## config.mk

```make
export PLATFORM = sky130hd
export DESIGN_NAME = rtc_cal_prescaler
export DESIGN_NICKNAME = d
export VERILOG_FILES = /design/src/rtl/rtc_cal_pkg.sv /design/src/rtl/rtc_trim_regs.sv /design/src/rtl/rtc_min_ctr.sv /design/src/rtl/rtc_sec_div.sv /design/src/rtl/rtc_cal_prescaler.sv
export SDC_FILE = /design/constraint.sdc
export NUM_CORES = 1
export LEC_CHECK = 0
export BUFFER_PORTS_ARGS = -buffer_cell sky130_fd_sc_hd__buf_2
export CAP_MARGIN = 20
export CORE_MARGIN = 1
export CORE_UTILIZATION = 55
export DETAILED_ROUTE_END_ITERATION = 6
export PLACE_DENSITY = 0.76
export SLEW_MARGIN = 10
export SYNTH_ARGS = -nofsm -noshare
export SYNTH_HDL_FRONTEND = slang
export SYNTH_HIERARCHICAL = 1
export SYNTH_SLANG_ARGS = --single-unit
export TNS_END_PERCENT = 100
```

## constraint.sdc

```tcl
create_clock -name clk -period 4.4 [get_ports clk]
set_clock_uncertainty 0.1 [all_clocks]
set_input_delay 0.66 -clock clk [delete_from_list [all_inputs] [get_ports clk]]
set_output_delay 0.66 -clock clk [all_outputs]
set_load 0.005 [all_outputs]
```

## src/rtl/rtc_cal_pkg.sv

```systemverilog
package rtc_cal_pkg;

   // Selects which events drive the half-second output
   typedef enum logic {
      HALF_MID_ONLY    = 1'b0,
      HALF_MID_AND_END = 1'b1
   } half_mode_e;

endpackage

```

## src/rtl/rtc_trim_regs.sv

```systemverilog
module rtc_trim_regs #(
   parameter int CAL_W = 8
) (
   input  logic             clk,
   input  logic             rst_n,
   input  logic             en,
   input  logic             sec_tick,
   input  logic             cal_wr,
   input  logic [CAL_W-1:0] cal_val,
   input  logic             min_wrap,
   output logic [CAL_W-1:0] cal_active,
   output logic             cal_ack
);

   logic [CAL_W-1:0] shadow_q;
   logic             wr_ok;

   // window: timer stopped, or the cycle the seconds pulse is high
   assign wr_ok = cal_wr && (!en || sec_tick);

   always_ff @(posedge clk or negedge rst_n) begin
      if (!rst_n) begin
         shadow_q   <= '0;
         cal_active <= '0;
         cal_ack    <= 1'b0;
      end else begin
         cal_ack <= wr_ok;
         if (wr_ok)
            shadow_q <= cal_val;
         if (min_wrap)
            cal_active <= shadow_q;
      end
   end

   AST_ACK_IN_WINDOW: assert property (@(posedge clk) disable iff (!rst_n)
      cal_ack |-> ($past(cal_wr) && (!$past(en) || $past(sec_tick))));

   AST_ACK_ONE_CYCLE: assert property (@(posedge clk) disable iff (!rst_n)
      (cal_ack && !cal_wr) |=> !cal_ack);

endmodule

```

## src/rtl/rtc_min_ctr.sv

```systemverilog
module rtc_min_ctr #(
   parameter int SECONDS_PER_MIN = 60
) (
   input  logic clk,
   input  logic rst_n,
   input  logic sec_wrap,
   output logic corr_sec,
   output logic min_wrap,
   output logic min_tick
);

   localparam int SW = (SECONDS_PER_MIN > 2) ? $clog2(SECONDS_PER_MIN) : 1;
   localparam logic [SW-1:0] LAST_SEC = SW'(SECONDS_PER_MIN - 1);

   logic [SW-1:0] sec_idx;

   assign corr_sec = (sec_idx == '0);
   assign min_wrap = sec_wrap && (sec_idx == LAST_SEC);

   always_ff @(posedge clk or negedge rst_n) begin
      if (!rst_n) begin
         sec_idx  <= '0;
         min_tick <= 1'b0;
      end else begin
         min_tick <= min_wrap;
         if (min_wrap)
            sec_idx <= '0;
         else if (sec_wrap)
            sec_idx <= sec_idx + 1'b1;
      end
   end

   AST_MIN_ONE_CYCLE: assert property (@(posedge clk) disable iff (!rst_n)
      min_tick |=> !min_tick);

   AST_IDX_BOUND: assert property (@(posedge clk) disable iff (!rst_n)
      sec_idx <= LAST_SEC);

endmodule

```

## src/rtl/rtc_sec_div.sv

```systemverilog
module rtc_sec_div
   import rtc_cal_pkg::*;
#(
   parameter int         NOMINAL_COUNT = 32768,
   parameter int         CAL_W         = 8,
   parameter int         CAL_SCALE     = 4,
   parameter int         CNT_W         = 16,
   parameter half_mode_e HALF_MODE     = HALF_MID_AND_END
) (
   input  logic             clk,
   input  logic             rst_n,
   input  logic             en,
   input  logic             corr_sec,
   input  logic [CAL_W-1:0] cal_active,
   output logic             sec_wrap,
   output logic             half_tick,
   output logic             sec_tick
);

   logic [CNT_W-1:0] cnt;
   logic [CNT_W-1:0] cal_ext;
   logic [CNT_W-1:0] term;
   logic [CNT_W-1:0] half_pt;
   logic             mid_hit;
   logic             half_src;

   // sign-extend, then scale; arithmetic wraps modulo 2^CNT_W into a positive length
   assign cal_ext = {{(CNT_W-CAL_W){cal_active[CAL_W-1]}}, cal_active};
   assign term    = corr_sec ? (CNT_W'(NOMINAL_COUNT) - CNT_W'(CAL_SCALE) * cal_ext)
                             : CNT_W'(NOMINAL_COUNT);
   assign half_pt = (term >> 1) - 1'b1;

   assign sec_wrap = en && (cnt == term - 1'b1);
   assign mid_hit  = en && (cnt == half_pt);

   generate
      if (HALF_MODE == HALF_MID_AND_END) begin : g_half_both
         assign half_src = mid_hit || sec_wrap;
      end else begin : g_half_mid
         assign half_src = mid_hit;
      end
   endgenerate

   always_ff @(posedge clk or negedge rst_n) begin
      if (!rst_n) begin
         cnt       <= '0;
         sec_tick  <= 1'b0;
         half_tick <= 1'b0;
      end else begin
         sec_tick  <= sec_wrap;
         half_tick <= half_src;
         if (sec_wrap)
            cnt <= '0;
         else if (en)
            cnt <= cnt + 1'b1;
      end
   end

   AST_CNT_BELOW_TERM: assert property (@(posedge clk) disable iff (!rst_n)
      cnt < term);

   AST_IDLE_SILENT: assert property (@(posedge clk) disable iff (!rst_n)
      !en |=> (!sec_tick && !half_tick));

   AST_SEC_ONE_CYCLE: assert property (@(posedge clk) disable iff (!rst_n)
      sec_tick |=> !sec_tick);

endmodule

```

## src/rtl/rtc_cal_prescaler.sv

```systemverilog
module rtc_cal_prescaler
   import rtc_cal_pkg::*;
#(
   parameter int         NOMINAL_COUNT   = 32768,
   parameter int         CAL_W           = 8,
   parameter int         CAL_SCALE       = 4,
   parameter int         SECONDS_PER_MIN = 60,
   parameter half_mode_e HALF_MODE       = HALF_MID_AND_END
) (
   input  logic             clk,
   input  logic             rst_n,
   input  logic             en,
   input  logic [CAL_W-1:0] cal_val,
   input  logic             cal_wr,
   output logic             half_tick,
   output logic             sec_tick,
   output logic             min_tick,
   output logic             cal_ack
);

   localparam int MAX_CORR = CAL_SCALE * (2 ** (CAL_W - 1));
   localparam int CNT_W    = $clog2(NOMINAL_COUNT + MAX_CORR + 1);

   // elaboration-time parameter checks
   if (NOMINAL_COUNT <= MAX_CORR + 2) begin : g_chk_nom
      $error("NOMINAL_COUNT too small for the trim range");
   end
   if (SECONDS_PER_MIN < 2) begin : g_chk_spm
      $error("SECONDS_PER_MIN must be at least 2");
   end
   if (CNT_W <= CAL_W) begin : g_chk_w
      $error("counter width must exceed trim width");
   end

   logic [CAL_W-1:0] cal_active;
   logic             sec_wrap;
   logic             min_wrap;
   logic             corr_sec;

   rtc_trim_regs #(
      .CAL_W (CAL_W)
   ) u_trim (
      .clk        (clk),
      .rst_n      (rst_n),
      .en         (en),
      .sec_tick   (sec_tick),
      .cal_wr     (cal_wr),
      .cal_val    (cal_val),
      .min_wrap   (min_wrap),
      .cal_active (cal_active),
      .cal_ack    (cal_ack)
   );

   rtc_sec_div #(
      .NOMINAL_COUNT (NOMINAL_COUNT),
      .CAL_W         (CAL_W),
      .CAL_SCALE     (CAL_SCALE),
      .CNT_W         (CNT_W),
      .HALF_MODE     (HALF_MODE)
   ) u_div (
      .clk        (clk),
      .rst_n      (rst_n),
      .en         (en),
      .corr_sec   (corr_sec),
      .cal_active (cal_active),
      .sec_wrap   (sec_wrap),
      .half_tick  (half_tick),
      .sec_tick   (sec_tick)
   );

   rtc_min_ctr #(
      .SECONDS_PER_MIN (SECONDS_PER_MIN)
   ) u_min (
      .clk      (clk),
      .rst_n    (rst_n),
      .sec_wrap (sec_wrap),
      .corr_sec (corr_sec),
      .min_wrap (min_wrap),
      .min_tick (min_tick)
   );

   AST_MIN_WITH_SEC: assert property (@(posedge clk) disable iff (!rst_n)
      min_tick |-> sec_tick);

   generate
      if (HALF_MODE == HALF_MID_AND_END) begin : g_ast_half
         AST_HALF_WITH_SEC: assert property (@(posedge clk) disable iff (!rst_n)
            sec_tick |-> half_tick);
      end
   endgenerate

endmodule

```

==> flow_summary_export.csv <==
group,metric,value,unit
status,status,"finished, final reports clean",
global_routing,grt_max_degree,43,
critical_path,max_stage_delay,0.42,ns
layout,syn_to_final_growth,7.33,%
critical_path,cp_common_cell,"inv_1",
clock_tree,path_clk_slew,0.08,ns
power_and_ir_drop,cellLeakagePower,1.30,nW
sta,finalCritPeriodShare,95.0,%
critical_path,cp_cell_sequence,"inv_1, ha_1, and3_1, buf_4, inv_1, o21ai_1, a211oi_4, a21boi_2, or3b_4, a2111oi_4, nand4_1, inv_1, nand3_2, nor3_2, buf_4, mux2_2",
sta,max_freq,0.239,GHz
sta,post-route-min-period,4.18,ns
power_and_ir_drop,ir_drop,0.000259,V
placement,io_buffers,15,
clock_tree,hold_buffers,0,
layout,fill_cells,394,
placement,gp_congestion,0.864,
synthesis,ys_async_sr_fraction,100,%
placement,dp_hpwl,3870,µm
layout,layout-drive-gt1-share,21.2,%
clock_tree,cts_made_buffers,5,
critical_path,start_kind,"register",
drt,routed_wl,5200,µm
sta,setup_viol,0,
global_routing,grt-ovfl-total,0,
drt,drc,0,
layout,postLayoutCoreUtil,62.4,%
drt,first_pass_iters,4,
sta,slew_viol_final,0,
drt,vias,2134,
synthesis,syn_nets,311,
clock_tree,cts_max_level,2,
synthesis,netlist_area,2780,µm²
clock_tree,cts.sinks,42,
drt,viasPerCell,5.71,
sta,finalHoldViolations,0,
global_routing,grt_pass1_vias,1961,
floorplan,die_area,5350,µm²
sta,rsz0062_at_grt,"no",
clock_tree,clk_latency,0.29,ns
synthesis,avgSynthCellArea,9.46,µm²
global_routing,track_usage,21.5,%
floorplan,rows,25,
sta,tightest_slew,0.884,ns
synthesis,synthTopCellsByArea,"dfrtp_1 (38%), xnor2_1 (7.6%), mux2_2 (6.9%)",
layout,nets,323,
global_routing,grt_antenna_before_repair,0,
drt,postRouteAntennaNets,0,
hold_path,hp-class,"in2async",
placement,placed_cell_area,2890,µm²
drt,drt_iter0_markers,109,
clock_tree,cts_tree,"done",
floorplan,die_w,73.1,µm
critical_path,crit_required,4.49,ns
synthesis,synth-seq-cells,42,
sta,relSlewSlack,41.1,%
sta,hold_ws,0.378,ns
synthesis,ys_types,62,
sta,fin_setup_tns,0,ns
synthesis,yosys_warnings,6,
layout,fin_area,2990,µm²
power_and_ir_drop,p_per_area,331,nW/µm²
critical_path,path_class,"reg2reg",
synthesis,yosysTopAreaCell,"dfrtp_1",
synthesis,seq_area_frac_synth,37.8,%
synthesis,synth_flop_cell,"dfrtp_1",
synthesis,synthDominantCellAreaShare,37.8,%
drt,wl_per_cell,13.9,µm
critical_path,cp-end-kind,"register",
floorplan,initial_utilization,58.1,%
synthesis,synthCells,294,
floorplan,fp.coreArea,4790,µm²
critical_path,critPathArrivalTime,4.27,ns
critical_path,cp_max_fo,13,
floorplan,die_h,73.1,µm
floorplan,ios,16,
layout,antenna_cells,0,
clock_tree,cts_buffer_depth,2,
clock_tree,cts_root_buf,"clkbuf_8",
critical_path,slowest_stage,"dfrtp_1",
synthesis,synth_edf_count,0,
job,max_cap_violations,0,
global_routing,grt_pass1_wl,8910,µm
==> worst paths after layout <==
kind	start	endpoint	slack, ns	depth (start not counted)
worst max-delay path	u_min/sec_idx[0]	u_trim/cal_active[5]	0.22	16
worst min-delay path	rst_n	u_trim/cal_ack	0.38	1
worst max register to register	u_min/sec_idx[0]	u_trim/cal_active[5]	0.22	16
worst min register to register	u_trim/shadow_q[4]	u_trim/cal_active[4]	0.41	1
max in group asynchronous	rst_n	u_div/cnt[1]	3.27	1
min in group clk	u_trim/shadow_q[4]	u_trim/cal_active[4]	0.41	1
==> state kept, by name, indices dropped and copies added (netlist names) <==
register           flops
u_div/cnt             16
u_trim/cal_active      8
u_trim/shadow_q        8
u_min/sec_idx          6
u_div/half_tick        1
u_div/sec_tick         1
u_min/min_tick         1
u_trim/cal_ack         1
==> metal layers <==
metal / track usage, % / wire length [µm] / share of wire (%)
met4: 5.45 / 76 / 1.5
met3: 3.87 / 191 / 3.7
met1: 28.8 / 2530 / 49
met2: 35.9 / 2400 / 46
met5: 0 / 0 / 0
==> cell type report <==
class / instances / area, µm² / area share, %
Inverter: 16 / 60.1 / 2.01
Tap cell: 67 / 83.8 / 2.81
Clock buffer: 5 / 68.8 / 2.30
Sequential cell: 42 / 1050 / 35.2
Multi-Input combinational cell: 220 / 1580 / 52.9
Timing Repair Buffer: 21 / 120 / 4.02
Clock inverter: 3 / 23.8 / 0.796
==> power by group <==
part           switching, mW  internal, mW
Sequential            0.0717         0.436
Combinational          0.112         0.114
Clock                  0.141         0.113
Total                  0.324         0.663
==> synth_stat cells, types with 2 or more instances <==
master / n
nand2_1: 17
nor2_2: 3
o21ai_0: 12
nor3_2: 2
or3_4: 2
and2_1: 2
ha_1: 5
nor4_1: 3
nor2_1: 31
a31oi_1: 8
mux2i_1: 2
buf_2: 2
a21oi_1: 7
dfrtp_1: 42
xor2_1: 14
nor2b_1: 3
inv_1: 16
mux2_2: 17
nand3_1: 12
a41oi_1: 2
buf_6: 2
xnor2_1: 24
clkbuf_1: 8
a31o_2: 2
and3_1: 4
nand4_1: 9
buf_4: 2
nor3_1: 7
==> cell families (layout without fill, tap and decap cells) <==
logic type               count (synthesis)  count (layout)  share of synthesized area (%)
AND/OR/NAND/NOR                        107             107                           20.5
flip-flops                              42              42                           37.8
buffers and inverters                   32              45                           5.80
adder cells (fa/ha/maj)                  5               5                           2.25
multiplexers                            19              19                           7.60
AO/OA/AOI/OAI                           51              51                           14.1
XOR/XNOR                                38              38                           12.0
==> worst max-delay path: cells and delay by family (launching register included) <==
family / cells / cell delay [ns]
flip-flops: 1 / 0.42
AO/OA/AOI/OAI: 4 / 1.03
adder cells (fa/ha/maj): 1 / 0.20
AND/OR/NAND/NOR: 5 / 1.10
buffers and inverters: 5 / 0.87
multiplexers: 1 / 0.35
==> repair_timing <==
item,4_1_cts,5_1_grt
setup endpoints to repair,0,8
hold endpoints to repair,0,0
gates resized for setup,0,3
setup buffers,0,0
==> cell usage in the layout, fill, tap and decap left out, types with 2 or more instances in the layout <==
cell type   count
xnor2_1        24
and3_1          4
nor3_1          7
dfrtp_1        42
ha_1            4
or3_4           2
clkinvlp_4      2
nand2_1        17
xor2_1         14
a41oi_1         2
mux2_2         17
nor2_1         31
a31oi_1         8
buf_4           6
nand4_1         9
a21oi_1         7
clkbuf_8        5
mux2i_1         2
nor2_2          3
inv_1          16
a31o_2          2
o21ai_0        11
nor4_1          3
o21ai_1         2
nand3_1        12
and2_1          2
buf_2          15
nor2b_1         3
==> through the flow <==
step	instances	total power [mW]	setup WS, ns
2_1_floorplan	294	0.685	0.179
3_3_place_gp	366	0.732	0.315
3_5_place_dp	366	0.737	0.176
4_1_cts	374	0.992	0.150
5_1_grt	374	1.04	0.0208
6_report	374	0.987	0.218
(Power assumes the default switching activity.)
